`config.mk`:
```
export PLATFORM = sky130hd
export DESIGN_NAME = parProgCtrl
export DESIGN_NICKNAME = d
export VERILOG_FILES = /design/src/rtl/parProgPkg.sv /design/src/rtl/parProgDatapath.sv /design/src/rtl/parProgControl.sv /design/src/rtl/parProgCtrl.sv
export SDC_FILE = /design/constraint.sdc
export NUM_CORES = 1
export LEC_CHECK = 0
export ABC_AREA = 0
export BUFFER_PORTS_ARGS = -buffer_cell sky130_fd_sc_hd__clkbuf_2
export CORE_MARGIN = 5
export CORE_UTILIZATION = 45
export DETAILED_ROUTE_END_ITERATION = 10
export PLACE_DENSITY = 0.73
export SLEW_MARGIN = 20
export SYNTH_ARGS = -nofsm -noshare
export SYNTH_HDL_FRONTEND = slang
export SYNTH_SLANG_ARGS = --single-unit
```
`constraint.sdc`:
```
create_clock -name clk -period 1.8 [get_ports clk]
set_input_delay 0.09 -clock clk [delete_from_list [all_inputs] [get_ports clk]]
set_output_delay 0.09 -clock clk [all_outputs]
set_load 0.01 [all_outputs]
```
`src/rtl/parProgPkg.sv`:
```
package parProgPkg;
  typedef enum logic [1:0] {ACT_ADDR = 2'b00, ACT_DATA = 2'b01, ACT_CMD = 2'b10, ACT_NONE = 2'b11} actCodeT;
  typedef enum logic [1:0] {MODE_OFF, MODE_GUARD, MODE_ON} modeStT;
  typedef enum logic [1:0] {ER_IDLE, ER_ARRAYS, ER_LOCKS, ER_DONE} eraseStT;

  typedef struct packed {
    logic loadAddr;
    logic loadData;
    logic loadCmd;
    logic hiSel;
    logic clearAll;
  } dpCtrlT;

  localparam logic [7:0] CMD_ERASE = 8'h80;

  function automatic logic isKnownCmd(input logic [7:0] code);
    case (code)
      8'h80, 8'h20, 8'h10, 8'h11, 8'h08, 8'h04, 8'h02, 8'h03: return 1'b1;
      default: return 1'b0;
    endcase
  endfunction
endpackage

```
`src/rtl/parProgDatapath.sv`:
```
module parProgDatapath
  import parProgPkg::*;
#(
  parameter int BYTE_W = 8
) (
  input  logic                clk,
  input  logic                rstN,
  input  dpCtrlT              ctl,
  input  logic [BYTE_W-1:0]   dataBus,
  output logic [2*BYTE_W-1:0] addrQ,
  output logic [2*BYTE_W-1:0] dataQ,
  output logic [BYTE_W-1:0]   cmdQ,
  output logic                validQ
);
  localparam int PAIR_W = 2 * BYTE_W;

  logic [BYTE_W-1:0] busSample;

  // bus sampled in the same cycle the control samples the strobe
  always_ff @(posedge clk or negedge rstN) begin
    if (!rstN) busSample <= '0;
    else       busSample <= dataBus;
  end

  always_ff @(posedge clk or negedge rstN) begin
    if (!rstN) begin
      addrQ  <= '0;
      dataQ  <= '0;
      cmdQ   <= '0;
      validQ <= 1'b0;
    end else if (ctl.clearAll) begin
      addrQ  <= '0;
      dataQ  <= '0;
      cmdQ   <= '0;
      validQ <= 1'b0;
    end else begin
      if (ctl.loadAddr) begin
        if (ctl.hiSel) addrQ[PAIR_W-1:BYTE_W] <= busSample;
        else           addrQ[BYTE_W-1:0]      <= busSample;
      end
      if (ctl.loadData) begin
        if (ctl.hiSel) dataQ[PAIR_W-1:BYTE_W] <= busSample;
        else           dataQ[BYTE_W-1:0]      <= busSample;
      end
      if (ctl.loadCmd) begin
        cmdQ   <= busSample;
        validQ <= isKnownCmd(busSample);
      end
    end
  end

  AST_REGS_HOLD: assert property (@(posedge clk) disable iff (!rstN)
    !(ctl.loadAddr || ctl.loadData || ctl.loadCmd || ctl.clearAll) |=> $stable({addrQ, dataQ, cmdQ, validQ}));
endmodule

```
`src/rtl/parProgControl.sv`:
```
module parProgControl
  import parProgPkg::*;
#(
  parameter int SETUP_CYC  = 20,
  parameter int GUARD_CYC  = 20,
  parameter int MIN_WR_CYC = 16
) (
  input  logic       clk,
  input  logic       rstN,
  input  logic       enPin,
  input  logic       resetPin,
  input  logic       bytePin,
  input  logic [1:0] actCode,
  input  logic       strobePin,
  input  logic       wrN,
  input  logic [7:0] cmdQ,
  input  logic       cmdValid,
  output dpCtrlT     ctl,
  output logic       modeOn,
  output logic       eraseArrays,
  output logic       clearLocks,
  output logic       eraseDone
);
  localparam int LOW_W   = $clog2(SETUP_CYC + 1);
  localparam int GUARD_W = $clog2(GUARD_CYC + 1);
  localparam int WR_W    = $clog2(MIN_WR_CYC + 1);

  logic       sEn, sRst, sBs, sStb, sWr;
  logic       pRst, pBs, pStb, pWr;
  logic [1:0] sAct;

  always_ff @(posedge clk or negedge rstN) begin
    if (!rstN) begin
      {sEn, sRst, sBs, sStb, sWr} <= 5'b01001;
      {pRst, pBs, pStb, pWr}      <= 4'b1001;
      sAct                        <= 2'b11;
    end else begin
      {sEn, sRst, sBs, sStb, sWr} <= {enPin, resetPin, bytePin, strobePin, wrN};
      {pRst, pBs, pStb, pWr}      <= {sRst, sBs, sStb, sWr};
      sAct                        <= actCode;
    end
  end

  // mode entry
  modeStT           modeSt;
  logic [LOW_W-1:0]   lowCnt;
  logic [GUARD_W-1:0] guardCnt;
  logic               enterNow;

  assign enterNow = (modeSt == MODE_GUARD) && sRst && (sBs == pBs) &&
                    (guardCnt == GUARD_W'(GUARD_CYC - 1));

  always_ff @(posedge clk or negedge rstN) begin
    if (!rstN) begin
      modeSt   <= MODE_OFF;
      lowCnt   <= '0;
      guardCnt <= '0;
    end else begin
      if (!sEn && !sRst && !sBs) begin
        if (lowCnt != LOW_W'(SETUP_CYC)) lowCnt <= lowCnt + 1'b1;
      end else begin
        lowCnt <= '0;
      end
      case (modeSt)
        MODE_OFF: begin
          guardCnt <= '0;
          if (sRst && !pRst && (lowCnt == LOW_W'(SETUP_CYC))) modeSt <= MODE_GUARD;
        end
        MODE_GUARD: begin
          if (!sRst || (sBs != pBs)) modeSt <= MODE_OFF;
          else if (enterNow)         modeSt <= MODE_ON;
          else                       guardCnt <= guardCnt + 1'b1;
        end
        MODE_ON:  if (!sRst) modeSt <= MODE_OFF;
        default:  modeSt <= MODE_OFF;
      endcase
    end
  end

  assign modeOn = (modeSt == MODE_ON);

  // load strobes
  logic stbRise;
  assign stbRise      = modeOn && sStb && !pStb;
  assign ctl.loadAddr = stbRise && (sAct == ACT_ADDR);
  assign ctl.loadData = stbRise && (sAct == ACT_DATA);
  assign ctl.loadCmd  = stbRise && (sAct == ACT_CMD);
  assign ctl.hiSel    = sBs;
  assign ctl.clearAll = enterNow;

  // write pulse width and erase sequence
  eraseStT         erSt;
  logic [WR_W-1:0] wrCnt;
  logic            startErase;

  assign startErase = modeOn && sWr && !pWr && (wrCnt == WR_W'(MIN_WR_CYC)) &&
                      cmdValid && (cmdQ == CMD_ERASE) && (erSt == ER_IDLE);

  always_ff @(posedge clk or negedge rstN) begin
    if (!rstN) begin
      wrCnt <= '0;
      erSt  <= ER_IDLE;
    end else begin
      if (modeOn && !sWr) begin
        if (wrCnt != WR_W'(MIN_WR_CYC)) wrCnt <= wrCnt + 1'b1;
      end else begin
        wrCnt <= '0;
      end
      case (erSt)
        ER_IDLE:   if (startErase) erSt <= ER_ARRAYS;
        ER_ARRAYS: erSt <= ER_LOCKS;
        ER_LOCKS:  erSt <= ER_DONE;
        default:   erSt <= ER_IDLE;
      endcase
    end
  end

  assign eraseArrays = (erSt == ER_ARRAYS);
  assign clearLocks  = (erSt == ER_LOCKS);
  assign eraseDone   = (erSt == ER_DONE);

  AST_ARRAYS_THEN_LOCKS: assert property (@(posedge clk) disable iff (!rstN)
    eraseArrays |=> clearLocks);
  AST_LOCKS_AFTER_ARRAYS: assert property (@(posedge clk) disable iff (!rstN)
    clearLocks |-> $past(eraseArrays));
  AST_REQ_EXCLUSIVE: assert property (@(posedge clk) disable iff (!rstN)
    $onehot0({eraseArrays, clearLocks, eraseDone}));
  AST_ERASE_IN_MODE: assert property (@(posedge clk) disable iff (!rstN)
    $rose(eraseArrays) |-> $past(modeOn) && $past(cmdQ) == CMD_ERASE);
  AST_NO_LOAD_OFF: assert property (@(posedge clk) disable iff (!rstN)
    !modeOn |-> !(ctl.loadAddr || ctl.loadData || ctl.loadCmd));
endmodule

```
`src/rtl/parProgCtrl.sv`:
```
module parProgCtrl
  import parProgPkg::*;
#(
  parameter int SETUP_CYC  = 20,
  parameter int GUARD_CYC  = 20,
  parameter int MIN_WR_CYC = 16
) (
  input  logic        clk,
  input  logic        rstN,
  input  logic        enPin,
  input  logic        resetPin,
  input  logic        bytePin,
  input  logic [1:0]  actCode,
  input  logic        strobePin,
  input  logic        wrN,
  input  logic [7:0]  dataBus,
  output logic        progMode,
  output logic [15:0] addrOut,
  output logic [15:0] dataOut,
  output logic [7:0]  cmdOut,
  output logic        cmdValid,
  output logic        eraseArrays,
  output logic        clearLocks,
  output logic        eraseDone,
  output logic        readyBusy
);
  dpCtrlT dpCtl;

  parProgControl #(
    .SETUP_CYC (SETUP_CYC),
    .GUARD_CYC (GUARD_CYC),
    .MIN_WR_CYC(MIN_WR_CYC)
  ) u_control (
    .clk        (clk),
    .rstN       (rstN),
    .enPin      (enPin),
    .resetPin   (resetPin),
    .bytePin    (bytePin),
    .actCode    (actCode),
    .strobePin  (strobePin),
    .wrN        (wrN),
    .cmdQ       (cmdOut),
    .cmdValid   (cmdValid),
    .ctl        (dpCtl),
    .modeOn     (progMode),
    .eraseArrays(eraseArrays),
    .clearLocks (clearLocks),
    .eraseDone  (eraseDone)
  );

  parProgDatapath #(.BYTE_W(8)) u_datapath (
    .clk    (clk),
    .rstN   (rstN),
    .ctl    (dpCtl),
    .dataBus(dataBus),
    .addrQ  (addrOut),
    .dataQ  (dataOut),
    .cmdQ   (cmdOut),
    .validQ (cmdValid)
  );

  // erase never reports busy
  assign readyBusy = 1'b1;
endmodule

```
==> flow_summary.toml <==
[status]
outcome = "finished, final reports clean"

[sta]
whs_ns = 0.173
worst_pin_slew_ns = 0.542
hold_viol = 0
max_freq_ghz = 0.561
relSlewSlack = 0.636
slew_violations = 0
skew_ns = 0.00734
period_needed_ns = 1.78
fin_crit_sh = 0.989
final-setup-viol-count = 0
rsz0062_at_grt = "yes"

[routing]
drtAntennaViolNets = 0
drc = 0
vias = 2486
detail_route.iter0.violations = 112
avgViaCountPerCell = 5.33
drtPass1Iterations = 4
wire_per_inst_um = 16.0
wirelength_um = 7460

[die]
die_h_um = 95.2
core_um2 = 7180
start_util = 0.455
fp-row-count = 31
ioPinCount = 63
dieArea_um2 = 9060
die_x_um = 95.2

[global_routing]
grt_use_total = 0.175
grt_max_degree = 60
grt_pass1_vias = 2478
antenna_found_initial = 0
grt_pass1_wl_um = 12000
grt-ovfl-total = 0

[place]
io_buffer_count = 61
gp_congestion = 0.815
hpwlAfterDp_um = 5320

[worst_setup_path]
critPathKind = "reg2reg"
required_ns = 2.08
endpoint_kind = "flop"
cp-start-kind = "flop"
cp.arrival_ns = 2.06
cp_max_fo = 3

[power_and_ir_drop]
ir_drop_mv = 0.577
p_leak_nw = 2.14
power_density_nw_per_um2 = 811

[yosys]
syn_inst = 262
synth-main-ff-cell = "dfrtp_1"
ys_warn_count = 0
netlist_area_um2 = 3270
syn-num-nets = 289
synth_edf_count = 0
async_reset_ff_frac = 1.00
syn-mean-instance-area_um2 = 12.5
ys_seq_area_frac = 0.607
ys_seq_elements = 79
synth_cell_types = 44

[finish]
antennaDiodeCount = 0
final_util = 0.591
nNetsFinal = 389
mostFrequentLayoutCells = "dfrtp_1, clkbuf_2, a22o_1"
area_growth_pct = 29.9
drive_above_1_share = 0.335
final_common_cell = "dfrtp_1"

[cts]
cts-root-buf = "clkbuf_8"
cts_tree = "done"
clock_latency_ns = 0.34
ctsLongestPathBuffers = 2
cts_buffers = 9
htreeDepth = 3
clock-sinks = 79
clk_pin_slew_ns = 0.08

[job]
cap_violations = 0

[worst_hold_path]
hold_path_class = "in2async"
-- area by class of cell --
class	count	area [um2]
fillers	597	2930
flip-flops and latches	79	1980
multi-input cells	161	1210
repair buffers	100	653
clock buffers	10	138
well taps	99	124
clock inverters	6	93.8
inverters	11	41.3
-- metal layers --
metal,global-route usage,wire (um),up-vias
met5,0,0,-
met4,0.0709,119,0
met3,0.0513,598,10
met2,0.259,3450,104
met1,0.240,3290,1227
li1,-,-,1145
-- path summary, 6_finish.rpt --
path                       slack (ns)  depth (start not counted)                  start                     to
setup / recovery                 0.02                          5  u_control.guardCnt[1]  u_control.guardCnt[0]
max in group asynchronous        1.01                          3                   rstN      u_control.sAct[0]
min in group clk                 0.38                          2                    wrN          u_control.sWr
hold / removal                   0.17                          2                   rstN    u_control.lowCnt[3]
setup reg to reg                 0.02                          5  u_control.guardCnt[1]  u_control.guardCnt[0]
hold reg to reg                  0.41                          0         u_control.sRst         u_control.pRst
-- worst max-delay path, cell delays in order (launching register included) --
cell      delay (ns)
dfrtp_1         0.39
ha_2            0.18
and4bb_2        0.23
or3_4           0.37
or4b_1          0.46
nand3_1         0.08
-- synth_stat cells (3+ instances only) --
master	number	area [um2]
buf_1	3	11.3
nor3_1	9	45.0
ha_1	10	125
mux2i_1	9	90.1
dfstp_2	6	158
or3_1	3	18.8
nand4b_1	3	26.3
nand2_1	6	22.5
and2_1	4	25.0
a22o_1	33	289
o21ai_0	3	15.0
dfrtp_1	73	1830
inv_1	11	41.3
nor2_1	21	78.8
nand3_1	10	50.1
xor2_1	6	52.6
clkbuf_1	5	18.8
xnor2_1	4	35.0
nor4b_1	3	26.3
nor4_1	3	18.8
a21oi_1	6	30.0
-- stage by stage --
step / setup slack [ns] / cell area [um2] / instances / total power [W] / TNS (ns)
3_3_place_gp: 0.0435 / 3830 / 433 / 0.00198 / 0
2_1_floorplan: 0.00265 / 3270 / 262 / 0.00189 / 0
5_1_grt: -0.0435 / 4240 / 466 / 0.00358 / -0.0435
6_report: 0.0189 / 4240 / 466 / 0.00344 / 0
4_1_cts: 0.00443 / 4220 / 465 / 0.00349 / 0
3_5_place_dp: -0.0382 / 3830 / 433 / 0.00198 / -0.257
-- flip-flops by register name, summed over array words and instances, names as in the netlist --
signal / cells
u_control.pRst: 1
u_control.sStb: 1
u_control.pBs: 1
u_control.wrCnt: 5
u_control.pStb: 1
u_control.lowCnt: 5
u_control.sWr: 1
u_control.modeSt: 2
u_datapath.dataQ: 16
u_datapath.busSample: 8
u_control.sEn: 1
u_control.guardCnt: 5
u_control.sRst: 1
u_control.erSt: 2
u_datapath.validQ: 1
u_control.sBs: 1
u_control.sAct: 2
u_control.pWr: 1
u_datapath.cmdQ: 8
u_datapath.addrQ: 16
-- power by group --
group          switching, W  internal, W  leakage (nW)  total (W)
sequential        0.0000352      0.00180          1.05    0.00184
clock              0.000641     0.000825         0.113    0.00147
combinational     0.0000727    0.0000677         0.971   0.000140
total              0.000749      0.00269          2.14    0.00344
-- kinds of logic (layout without fill, tap and decap cells) --
family | after synthesis | after routing | synth area share
AOI/OAI and AO/OA | 52 | 52 | 0.128
xor gates and xnor gates | 10 | 10 | 0.0268
adders and majority gates | 10 | 10 | 0.0383
buffers and inverters | 22 | 127 | 0.0280
DFF | 79 | 79 | 0.607
muxes | 11 | 11 | 0.0345
other | 1 | 1 | 0.00115
and+or+nand+nor | 77 | 77 | 0.136
-- repair_timing --
action	CTS	global route
setup endpoints to repair	9	12
buffers inserted	0	1
pin swaps	0	1
resized for setup	2	3
endpoints found under the hold margin	90	0
hold buffers	16	0
(Power assumes the default switching activity.)
